<file path="config.mk">
export PLATFORM = sky130hd
export DESIGN_NAME = muldiv_unit
export DESIGN_NICKNAME = d
export VERILOG_FILES = /design/src/rtl/muldiv_pkg.sv /design/src/rtl/muldiv_seq.sv /design/src/rtl/muldiv_mul_step.sv /design/src/rtl/muldiv_div_step.sv /design/src/rtl/muldiv_unit.sv
export SDC_FILE = /design/constraint.sdc
export NUM_CORES = 1
export LEC_CHECK = 0
export BUFFER_PORTS_ARGS = -buffer_cell sky130_fd_sc_hd__buf_2
export CAP_MARGIN = 10
export CORE_MARGIN = 3
export CORE_UTILIZATION = 55
export DETAILED_ROUTE_END_ITERATION = 8
export PLACE_DENSITY = 0.74
export SLEW_MARGIN = 20
export SYNTH_ARGS = -nofsm -noshare
export SYNTH_HDL_FRONTEND = slang
export SYNTH_HIERARCHICAL = 1
export SYNTH_SLANG_ARGS = --single-unit
</file>
<file path="constraint.sdc">
create_clock -name clk -period 13.52 [get_ports clk]
set_input_delay 1.352 -clock clk [delete_from_list [all_inputs] [get_ports clk]]
set_output_delay 1.352 -clock clk [all_outputs]
set_load 0.01 [all_outputs]
</file>
<file path="src/rtl/muldiv_pkg.sv">
package muldiv_pkg;

    typedef enum logic [1:0] {
        MD_MUL  = 2'd0,
        MD_MULU = 2'd1,
        MD_DIV  = 2'd2,
        MD_DIVU = 2'd3
    } md_op_e;

    // Per-run context captured when a command is accepted
    typedef struct packed {
        logic is_div;
        logic neg_main;   // negate product or quotient at the end
        logic neg_rem;    // negate remainder at the end
        logic div_zero;   // divisor was zero
    } md_ctx_t;

    function automatic logic op_is_div(md_op_e op);
        return op[1];
    endfunction

    function automatic logic op_is_signed(md_op_e op);
        return ~op[0];
    endfunction

endpackage

</file>
<file path="src/rtl/muldiv_seq.sv">
module muldiv_seq #(
    parameter int STEPS = 32
) (
    input  logic clk,
    input  logic rst,
    input  logic start,
    output logic busy,
    output logic last_step
);
    localparam int CW = (STEPS > 1) ? $clog2(STEPS) : 1;
    localparam logic [CW-1:0] LAST = CW'(STEPS - 1);

    logic [CW-1:0] step_cnt;

    always_ff @(posedge clk) begin
        if (rst) begin
            busy     <= 1'b0;
            step_cnt <= '0;
        end else if (!busy) begin
            if (start) begin
                busy     <= 1'b1;
                step_cnt <= '0;
            end
        end else if (step_cnt == LAST) begin
            busy     <= 1'b0;
            step_cnt <= '0;
        end else begin
            step_cnt <= step_cnt + 1'b1;
        end
    end

    assign last_step = busy && (step_cnt == LAST);

endmodule

</file>
<file path="src/rtl/muldiv_mul_step.sv">
module muldiv_mul_step #(
    parameter int W = 32
) (
    input  logic [W-1:0] acc_hi,
    input  logic [W-1:0] acc_lo,
    input  logic [W-1:0] mcand,
    output logic [W-1:0] nxt_hi,
    output logic [W-1:0] nxt_lo
);
    logic [W:0] sum;

    always_comb begin
        sum    = {1'b0, acc_hi} + (acc_lo[0] ? {1'b0, mcand} : '0);
        nxt_hi = sum[W:1];
        nxt_lo = {sum[0], acc_lo[W-1:1]};
    end

endmodule

</file>
<file path="src/rtl/muldiv_div_step.sv">
module muldiv_div_step #(
    parameter int W = 32
) (
    input  logic [W-1:0] rem,
    input  logic [W-1:0] quo,
    input  logic [W-1:0] dvsr,
    output logic [W-1:0] nxt_rem,
    output logic [W-1:0] nxt_quo
);
    logic [W:0] shifted;
    logic [W:0] diff;
    logic       fits;

    always_comb begin
        shifted = {rem, quo[W-1]};
        diff    = shifted - {1'b0, dvsr};
        fits    = ~diff[W];
        nxt_rem = fits ? diff[W-1:0] : shifted[W-1:0];
        nxt_quo = {quo[W-2:0], fits};
    end

endmodule

</file>
<file path="src/rtl/muldiv_unit.sv">
module muldiv_unit
    import muldiv_pkg::*;
#(
    parameter int WIDTH = 32
) (
    input  logic             clk,
    input  logic             rst,
    input  logic             cmd_valid,
    input  logic [1:0]       cmd_op,
    input  logic [WIDTH-1:0] cmd_a,
    input  logic [WIDTH-1:0] cmd_b,
    output logic             busy,
    output logic [WIDTH-1:0] hi_out,
    output logic [WIDTH-1:0] lo_out
);
    localparam int DW = 2 * WIDTH;

    md_op_e          op;
    md_ctx_t         ctx;
    logic            start;
    logic            last_step;
    logic            a_neg, b_neg;
    logic [WIDTH-1:0] mag_a, mag_b;
    logic [WIDTH-1:0] acc_hi, acc_lo, opnd;
    logic [WIDTH-1:0] mul_hi, mul_lo, div_rem, div_quo;
    logic [WIDTH-1:0] step_hi, step_lo;
    logic [WIDTH-1:0] hi_q, lo_q;
    logic [WIDTH-1:0] fin_hi, fin_lo;
    logic [DW-1:0]    prod;

    assign op    = md_op_e'(cmd_op);
    assign start = cmd_valid && !busy;

    // Operand magnitudes for the unsigned core loop
    always_comb begin
        a_neg = op_is_signed(op) && cmd_a[WIDTH-1];
        b_neg = op_is_signed(op) && cmd_b[WIDTH-1];
        mag_a = a_neg ? -cmd_a : cmd_a;
        mag_b = b_neg ? -cmd_b : cmd_b;
    end

    muldiv_seq #(.STEPS(WIDTH)) u_seq (
        .clk       (clk),
        .rst       (rst),
        .start     (start),
        .busy      (busy),
        .last_step (last_step)
    );

    muldiv_mul_step #(.W(WIDTH)) u_mul (
        .acc_hi (acc_hi),
        .acc_lo (acc_lo),
        .mcand  (opnd),
        .nxt_hi (mul_hi),
        .nxt_lo (mul_lo)
    );

    muldiv_div_step #(.W(WIDTH)) u_div (
        .rem     (acc_hi),
        .quo     (acc_lo),
        .dvsr    (opnd),
        .nxt_rem (div_rem),
        .nxt_quo (div_quo)
    );

    assign step_hi = ctx.is_div ? div_rem : mul_hi;
    assign step_lo = ctx.is_div ? div_quo : mul_lo;

    // Sign correction and zero-divisor fixup applied on the final step
    always_comb begin
        prod = {step_hi, step_lo};
        if (ctx.neg_main && !ctx.is_div) begin
            prod = -prod;
        end
        if (ctx.is_div) begin
            fin_lo = ctx.neg_main ? -step_lo : step_lo;
            fin_hi = ctx.neg_rem  ? -step_hi : step_hi;
            if (ctx.div_zero) begin
                fin_lo = '1;
            end
        end else begin
            fin_hi = prod[DW-1:WIDTH];
            fin_lo = prod[WIDTH-1:0];
        end
    end

    always_ff @(posedge clk) begin
        if (rst) begin
            acc_hi <= '0;
            acc_lo <= '0;
            opnd   <= '0;
            ctx    <= '0;
        end else if (start) begin
            acc_hi       <= '0;
            acc_lo       <= op_is_div(op) ? mag_a : mag_b;
            opnd         <= op_is_div(op) ? mag_b : mag_a;
            ctx.is_div   <= op_is_div(op);
            ctx.neg_main <= a_neg ^ b_neg;
            ctx.neg_rem  <= a_neg;
            ctx.div_zero <= op_is_div(op) && (cmd_b == '0);
        end else if (busy) begin
            acc_hi <= step_hi;
            acc_lo <= step_lo;
        end
    end

    always_ff @(posedge clk) begin
        if (rst) begin
            hi_q <= '0;
            lo_q <= '0;
        end else if (last_step) begin
            hi_q <= fin_hi;
            lo_q <= fin_lo;
        end
    end

    assign hi_out = hi_q;
    assign lo_out = lo_q;

endmodule

</file>
==> summary.txt, run 1 <==
Clocking
  • H-tree levels: 4
  • Clk root buf: clkbuf_16
  • Worst-path clk slew: 80 ps
  • Max Root-Sink Buffers: 2
  • Cts bufs inserted: 17
  • CTS tree: built
  • CTS resizes: 0
  • Hold_buf cts: 0
  • Post-CTS Setup Inserts: 0
  • Clock Sinks: 170
  • Clk_lat worst skew: 450 ps

Final layout
  • N_diodes: 0
  • Final core occ: 59.23%
  • Layout fillers: 2809
  • Layout cells sized above 1: 12.49%
  • Area of the multi-input gates: 11680 um^2
  • Register area: 3411 um^2
  • P&R area growth vs syn: 5.009%
  • Nets: 2285

Synth
  • Sequential area share after synthesis: 20.74%
  • Synth area leaders: dfxtp_1, xnor2_1, ha_1
  • Top cell type's share of synthesized area: 20.74%
  • Synth cell types: 105
  • Main synth FF type: dfxtp_1
  • Mapped Area: 16410 um^2
  • Seq cells post-synth: 170
  • Syn nets: 2300
  • Synth async-reset ratio: 0%
  • Post-synth EDFFs: 0
  • Syn avg cell area: 7.604 um^2
  • Cell count after synthesis: 2158
  • Post-synth top area cell: dfxtp_1
  • Ys Warns: 6

Detailed routing
  • DRC violations left: 0
  • Vias: 16.62k
  • Routed len/inst: 22.88 um
  • Vias/cell: 6.548
  • Total Wirelength: 58.08 mm
  • DRT Pass-1 Iters: 8
  • Routed Antenna Nets: 0
  • Initial DRC Count: 2223

Timing
  • Setup TNS: 0 ps
  • RSZ-0062 raised after global routing: no
  • Clock skew: 14.78 ps
  • Slew margin rel.: 25.76%
  • Actual slew at the worst max-slew pin: 1114 ps
  • Final setup violation count: 0
  • Max Freq: 0.1566 GHz
  • Final hold vios: 0
  • Final min period: 6384 ps
  • Hold Slack: 444.2 ps
  • Final period utilization: 47.22%
  • Slew Limit Fails: 0

Power and ir drop
  • Reg power frac: 30.5%
  • Leak pwr: 6.726 nW
  • Psw: 0.0007690 W
  • Combinational Power Share: 41.7%
  • Maximum VDD drop: 0.08954 mV
  • Switch share: 41.15%
  • Clock Power Share: 27.7%
  • PwrDens: 108.4 nW/um^2
  • Int Pwr: 0.001100 W

Run
  • MaxCap Viol Count: 0

Setup path
  • Critical Path AT: 6730 ps
  • Worst-path maximum fanout: 25
  • CP max-delay cell: nor3_1
  • Critical path capture point type: flop
  • Startpoint types: flop
  • CP cell instances: inv_1 -> ha_1 -> fa_1 -> and2b_1 -> o2111ai_2 -> a21oi_2 -> o2111ai_1 -> a211oi_2 -> nor2_4 -> mux2i_4 -> and2_4 -> inv_8 -> mux2i_1 -> ha_1 -> nor4b_1 -> o221ai_1 -> nor3_1 -> nand4_1 -> o211ai_1 -> a21oi_1 -> o41ai_1
  • Most frequent CP cell: ha_1
  • Required time worst endpoint: 13870 ps
  • Slowest stage delay, CP: 580 ps
  • WS Path Type: flop to flop

Die
  • Die area: 31940 um^2
  • Row cnt: 62
  • Die span in x: 178.7 um
  • Core area: 29090 um^2
  • # IOs: 134
  • Initial Util: 56.41%
  • Die height: 178.7 um

GRT
  • Largest net degree at the start of global routing: 106
  • GR Util All Layers: 35.22%
  • Total gr overflow: 0
  • Initial antenna violation count: 0
  • Vias in the first global route: 14.65k
  • Global-route wire length before repair: 86.64 mm

Placement
  • DPL Wire Length: 45.53 mm
  • GPL Wtd Cong: 0.9897
  • Port-buffer cells: 133

Worst hold path
  • Worst hold path class: flop to flop

Status
  • Status: complete, no violations
-- final timing paths --
check	slack (ps)	end	from	cells past startpoint
worst min-delay path	440	hi_out[14]$_SDFFE_PP0P_	hi_out[14]$_SDFFE_PP0P_	2
worst min register to register	440	hi_out[14]$_SDFFE_PP0P_	hi_out[14]$_SDFFE_PP0P_	2
worst max register to register	7140	hi_out[28]$_SDFFE_PP0P_	acc_lo[31]$_SDFFE_PP0P_	21
worst max-delay path	7140	hi_out[28]$_SDFFE_PP0P_	acc_lo[31]$_SDFFE_PP0P_	21
-- cells in the mapped netlist, types with 12 or more instances --
library cell and instances:
nand4_1 15, o21ai_1 16, and3_1 20, nand3_1 43
o22ai_1 16, mux2i_1 82, mux2_4 19, nor3_1 78
nor3b_1 31, inv_1 65, o21ai_0 100, nor4_1 21
dfxtp_1 170, ha_1 71, a21oi_1 159, a21o_1 32
clkbuf_1 83, and2_1 42, or4_1 12, o31ai_1 22
or2_2 16, nor2_1 223, nand2b_1 13, a211oi_1 106
xor2_1 56, a31oi_1 28, o211ai_1 20, nand2_1 145
or3_1 29, buf_2 21, nor4b_1 12, xnor2_1 102
buf_4 68, o21a_1 17
-- per-stage QoR --
| step | cell area [um^2] | std cells | setup slack [ps] | power, W |
|---|---|---|---|---|
| finish | 17230 | 2538 | 7136 | 0.001869 |
| global route | 17230 | 2538 | 6792 | 0.001945 |
| CTS | 17230 | 2538 | 7261 | 0.001843 |
| detailed placement | 16640 | 2508 | 7294 | 0.001328 |
| global placement | 16640 | 2508 | 7594 | 0.001323 |
| floorplan | 16410 | 2158 | 8185 | 0.001149 |
-- layout by cell type, fill, tap and decap left out, types with 21 or more instances in the layout --
cell type,instances
xnor2_1,102
nand3_1,43
buf_2,132
o21ai_0,100
dfxtp_1,168
a31oi_1,28
mux2i_1,82
nand2_1,145
a21o_1,32
inv_1,65
nor3_1,78
or3_1,29
o31ai_1,22
and2_1,42
ha_1,71
nor2_1,223
nor4_1,21
xor2_1,56
a211oi_1,106
nor3b_1,31
a21oi_1,158
-- power by group through the flow --
stage	registers [W]	clock network, W	logic (W)
finish	0.000571	0.000518	0.000780
global route	0.000573	0.000541	0.000830
CTS	0.000569	0.000522	0.000751
detailed placement	0.000581	0	0.000747
global placement	0.000580	0	0.000743
floorplan	0.000552	0	0.000597
-- critical path: cells and delay by family (launching register included) --
family | cells | cell delay [ps]
simple gates | 6 | 2020
compound gates | 8 | 1970
fa+ha+maj | 3 | 870
mux | 2 | 750
flops | 1 | 420
buf+inv | 2 | 200
-- layout make-up --
| cell class | count | share of cell area (%) |
|---|---|---|
| well taps | 384 | 2.788 |
| flip-flops and latches | 170 | 19.79 |
| inverters | 67 | 1.503 |
| repair buffers | 152 | 4.705 |
| clock buffers | 18 | 2.549 |
| clock inverters | 12 | 0.8859 |
| multi-input cells | 1735 | 67.78 |
-- per-layer routing --
layer	GRT usage, %	vias to the layer above	wire, um	share of wire (%)
li1	-	7857	-	-
met4	8.636	0	1286	2.2
met1	52.37	7807	27120	47
met3	9.932	87	6194	11
met2	49.66	867	23480	40
met5	0	-	0	0
-- sequential cells by signal (all words and copies together) (netlist names) --
name,count
u_seq/busy,1
acc_hi,32
u_seq/step_cnt,5
lo_out,32
ctx,4
acc_lo,32
hi_out,32
opnd,32
-- logic make-up after synthesis --
| logic type | count (synthesis) | synth area share, % |
|---|---|---|
| simple gates | 756 | 23.68 |
| compound gates | 636 | 25.81 |
| buf+inv | 253 | 8.113 |
| flops | 170 | 20.74 |
| xor+xnor | 158 | 8.433 |
| mux | 112 | 7.564 |
| fa+ha+maj | 73 | 5.658 |
Note: power is estimated with default switching activity, not from simulation.
==> inputs of run 2 (changes only) <==
- ABC_AREA: default -> 1
- clock period: 13.52 -> 6.43 ns (I/O delays scaled with it)
==> run 2 against run 1 <==
Setup slack worse by 5100 ps. Clock skew is 0.99 ps higher. Count of clock-buffer cells in the layout is 1 lower. Largest cell class unchanged. Highest routed layer unchanged.
==> summary.txt, run 2 <==
GRT
  • Total gr overflow: 0 (unchanged)
  • GR Util All Layers: 36.91% (was 35.22%)
  • Global-route wire length before repair: 106.1 mm (was 86.64 mm)
  • Largest net degree at the start of global routing: 96 (was 106)
  • Initial antenna violation count: 0 (unchanged)
  • Vias in the first global route: 20.35k (was 14.65k)

Die
  • Die span in x: 190.2 um (was 178.7 um)
  • # IOs: 134 (unchanged)
  • Row cnt: 66 (was 62)
  • Initial Util: 56.62% (was 56.41%)
  • Core area: 32950 um^2 (was 29090 um^2)
  • Die area: 36160 um^2 (was 31940 um^2)
  • Die height: 190.2 um (was 178.7 um)

Clocking
  • Clk root buf: clkbuf_16 (unchanged)
  • Hold_buf cts: 0 (unchanged)
  • Worst-path clk slew: 80 ps (about the same)
  • Clk_lat worst skew: 460 ps (was 450 ps)
  • Cts bufs inserted: 17 (unchanged)
  • Max Root-Sink Buffers: 2 (unchanged)
  • CTS resizes: 0 (unchanged)
  • CTS tree: built (unchanged)
  • H-tree levels: 4 (unchanged)
  • Post-CTS Setup Inserts: 0 (unchanged)
  • Clock Sinks: 170 (unchanged)

Final layout
  • Commonest cells after routing, fill and taps aside: nand2_1, inv_1, nor2_1 (was nor2_1, dfxtp_1, a21oi_1)
  • Area of the multi-input gates: 11950 um^2 (was 11680 um^2)
  • Layout cells sized above 1: 7.352% (was 12.49%)
  • Final core occ: 59.68% (was 59.23%)
  • P&R area growth vs syn: 5.406% (was 5.009%)
  • Layout fillers: 3420 (was 2809)
  • Register area: 3406 um^2 (was 3411 um^2)
  • Nets: 3652 (was 2285)
  • N_diodes: 0 (unchanged)
  • Commonest non-fill, non-tap cell in the layout: nand2_1 (was nor2_1)

Setup path
  • WS Path Type: flop to flop (unchanged)
  • Required time worst endpoint: 6780 ps (was 13870 ps)
  • Worst-path maximum fanout: 33 (was 25)
  • CP max-delay cell: fa_1 (was nor3_1)
  • Startpoint types: flop (unchanged)
  • Critical path capture point type: flop (unchanged)
  • Most frequent CP cell: nand2_1 (was ha_1)
  • R2r setup slk: 1990 ps (was 7140 ps)
  • Reg2reg path depth: 30 (was 21)
  • Critical Path AT: 4800 ps (was 6730 ps)
  • Slowest stage delay, CP: 420 ps (was 580 ps)

Synth
  • Main synth FF type: dfxtp_1 (unchanged)
  • Synth area leaders: nand2_1, dfxtp_1, inv_1 (was dfxtp_1, xnor2_1, ha_1)
  • Post-synth top area cell: nand2_1 (was dfxtp_1)
  • Seq cells post-synth: 170 (unchanged)
  • Most common cell in the netlist: nand2_1 (was nor2_1)
  • Mapped Area: 18650 um^2 (was 16410 um^2)
  • Syn nets: 3648 (was 2300)
  • Top cell type's share of synthesized area: 26.56% (was 20.74%)
  • Synth async-reset ratio: 0% (unchanged)
  • Syn avg cell area: 5.321 um^2 (was 7.604 um^2)
  • Top cells by count, synth: nand2_1, inv_1, nor2_1 (was nor2_1, dfxtp_1, a21oi_1)
  • Post-synth EDFFs: 0 (unchanged)
  • Ys Warns: 6 (unchanged)
  • Synth cell types: 47 (was 105)
  • Cell count after synthesis: 3506 (was 2158)
  • Sequential area share after synthesis: 18.24% (was 20.74%)

Detailed routing
  • Routed Antenna Nets: 0 (unchanged)
  • DRT Pass-1 Iters: 6 (was 8)
  • Total Wirelength: 67.80 mm (was 58.08 mm)
  • Initial DRC Count: 2338 (was 2223)
  • Vias/cell: 5.481 (was 6.548)
  • DRC violations left: 0 (unchanged)
  • Routed len/inst: 17.10 um (was 22.88 um)
  • Vias: 21.73k (was 16.62k)

Timing
  • Final period utilization: 69.06% (was 47.22%)
  • Max Freq: 0.2252 GHz (was 0.1566 GHz)
  • RSZ-0062 raised after global routing: no (unchanged)
  • Hold Slack: 479.2 ps (was 444.2 ps)
  • Actual slew at the worst max-slew pin: 1116 ps (was 1114 ps)
  • Final setup violation count: 0 (unchanged)
  • Clock skew: 15.77 ps (was 14.78 ps)
  • Setup TNS: 0 ps (unchanged)
  • Slew margin rel.: 25.47% (was 25.76%)
  • Final hold vios: 0 (unchanged)
  • Final min period: 4441 ps (was 6384 ps)
  • Slew Limit Fails: 0 (unchanged)

Power and ir drop
  • Leak pwr: 11.50 nW (was 6.726 nW)
  • PwrDens: 207.1 nW/um^2 (was 108.4 nW/um^2)
  • Maximum VDD drop: 0.2133 mV (was 0.08954 mV)

Placement
  • Port-buffer cells: 133 (unchanged)
  • GPL Wtd Cong: 1.029 (was 0.9897)
  • DPL Wire Length: 53.62 mm (was 45.53 mm)

Worst hold path
  • Worst hold path class: flop to flop (unchanged)
  • Hold depth: 2 (unchanged)

Run
  • MaxCap Viol Count: 0 (unchanged)

Status
  • Status: complete, no violations (unchanged)
run 2: cell types whose count changed in the layout (fill, tap and decap cells not counted), moves of 28 or more:
cell / change
nor2_1: +110
a21oi_1: -33
mux2i_1: -82
nand2_2: +28
a211oi_1: -106
nor3b_1: -28
nand2_1: +1175
and2_1: -35
nand3_1: +197
inv_1: +549
xnor2_1: -92
nor3_1: -53
or3_1: -29
a21o_1: -31
run 2: worst max-delay path, delay by kind of cell (launching register included):
kind	cells	cell delay, ps
simple gates	20	2160
fa+ha+maj	3	890
compound gates	2	530
flops	1	400
buf+inv	5	370
run 2: power by group:
group	switching (W)	internal, W
clock network	0.000570	0.000535
registers	0.0000749	0.00110
logic	0.00128	0.000512
total	0.00192	0.00215
run 2: cell type report:
| cell class | count | area share [%] |
|---|---|---|
| clock buffer | 17 | 2.164 |
| clock inverter | 15 | 0.9736 |
| inverter | 628 | 11.99 |
| multi-input combinational | 2545 | 60.78 |
| sequential | 170 | 17.32 |
| tap | 442 | 2.813 |
| timing repair buffer | 148 | 3.958 |
run 2: worst paths after layout:
path,startpoint,end
worst max-delay path,acc_lo[31]$_SDFFE_PP0P_,hi_out[22]$_SDFFE_PP0P_
worst min-delay path,lo_out[30]$_SDFFE_PP0P_,lo_out[30]$_SDFFE_PP0P_
worst max register to register,acc_lo[31]$_SDFFE_PP0P_,hi_out[22]$_SDFFE_PP0P_
worst min register to register,lo_out[30]$_SDFFE_PP0P_,lo_out[30]$_SDFFE_PP0P_
run 2: through the flow:
step | std cells | total power, W | area (um^2) | setup slack (ps)
CTS | 3965 | 0.004024 | 19660 | 2145
floorplan | 3506 | 0.002489 | 18650 | 2963
global route | 3965 | 0.004313 | 19660 | 1679
finish | 3965 | 0.004073 | 19660 | 1989
detailed placement | 3933 | 0.002921 | 19050 | 2162
global placement | 3933 | 0.002903 | 19050 | 2339
run 2: kinds of logic (layout without fill, tap and decap cells):
kind of cell | count (synthesis) | count (layout) | synth area share [%]
AND/OR/NAND/NOR | 2029 | 2029 | 44.27
flip-flops | 170 | 170 | 18.24
AO/OA/AOI/OAI | 359 | 359 | 10.81
adder cells (fa/ha/maj) | 73 | 73 | 4.977
buffers and inverters | 791 | 808 | 17.75
XOR/XNOR | 84 | 84 | 3.944
run 2: layer usage:
| layer | wire length (um) | vias to the layer above | global-route usage, % | share of wire, % |
|---|---|---|---|---|
| met1 | 26640 | 9715 | 44.74 | 39 |
| met3 | 5013 | 246 | 4.680 | 7.4 |
| li1 | - | 10700 | - | - |
| met2 | 31370 | 1077 | 62.40 | 46 |
| met5 | 0 | - | 0 | 0 |
| met4 | 4772 | 0 | 22.38 | 7.0 |
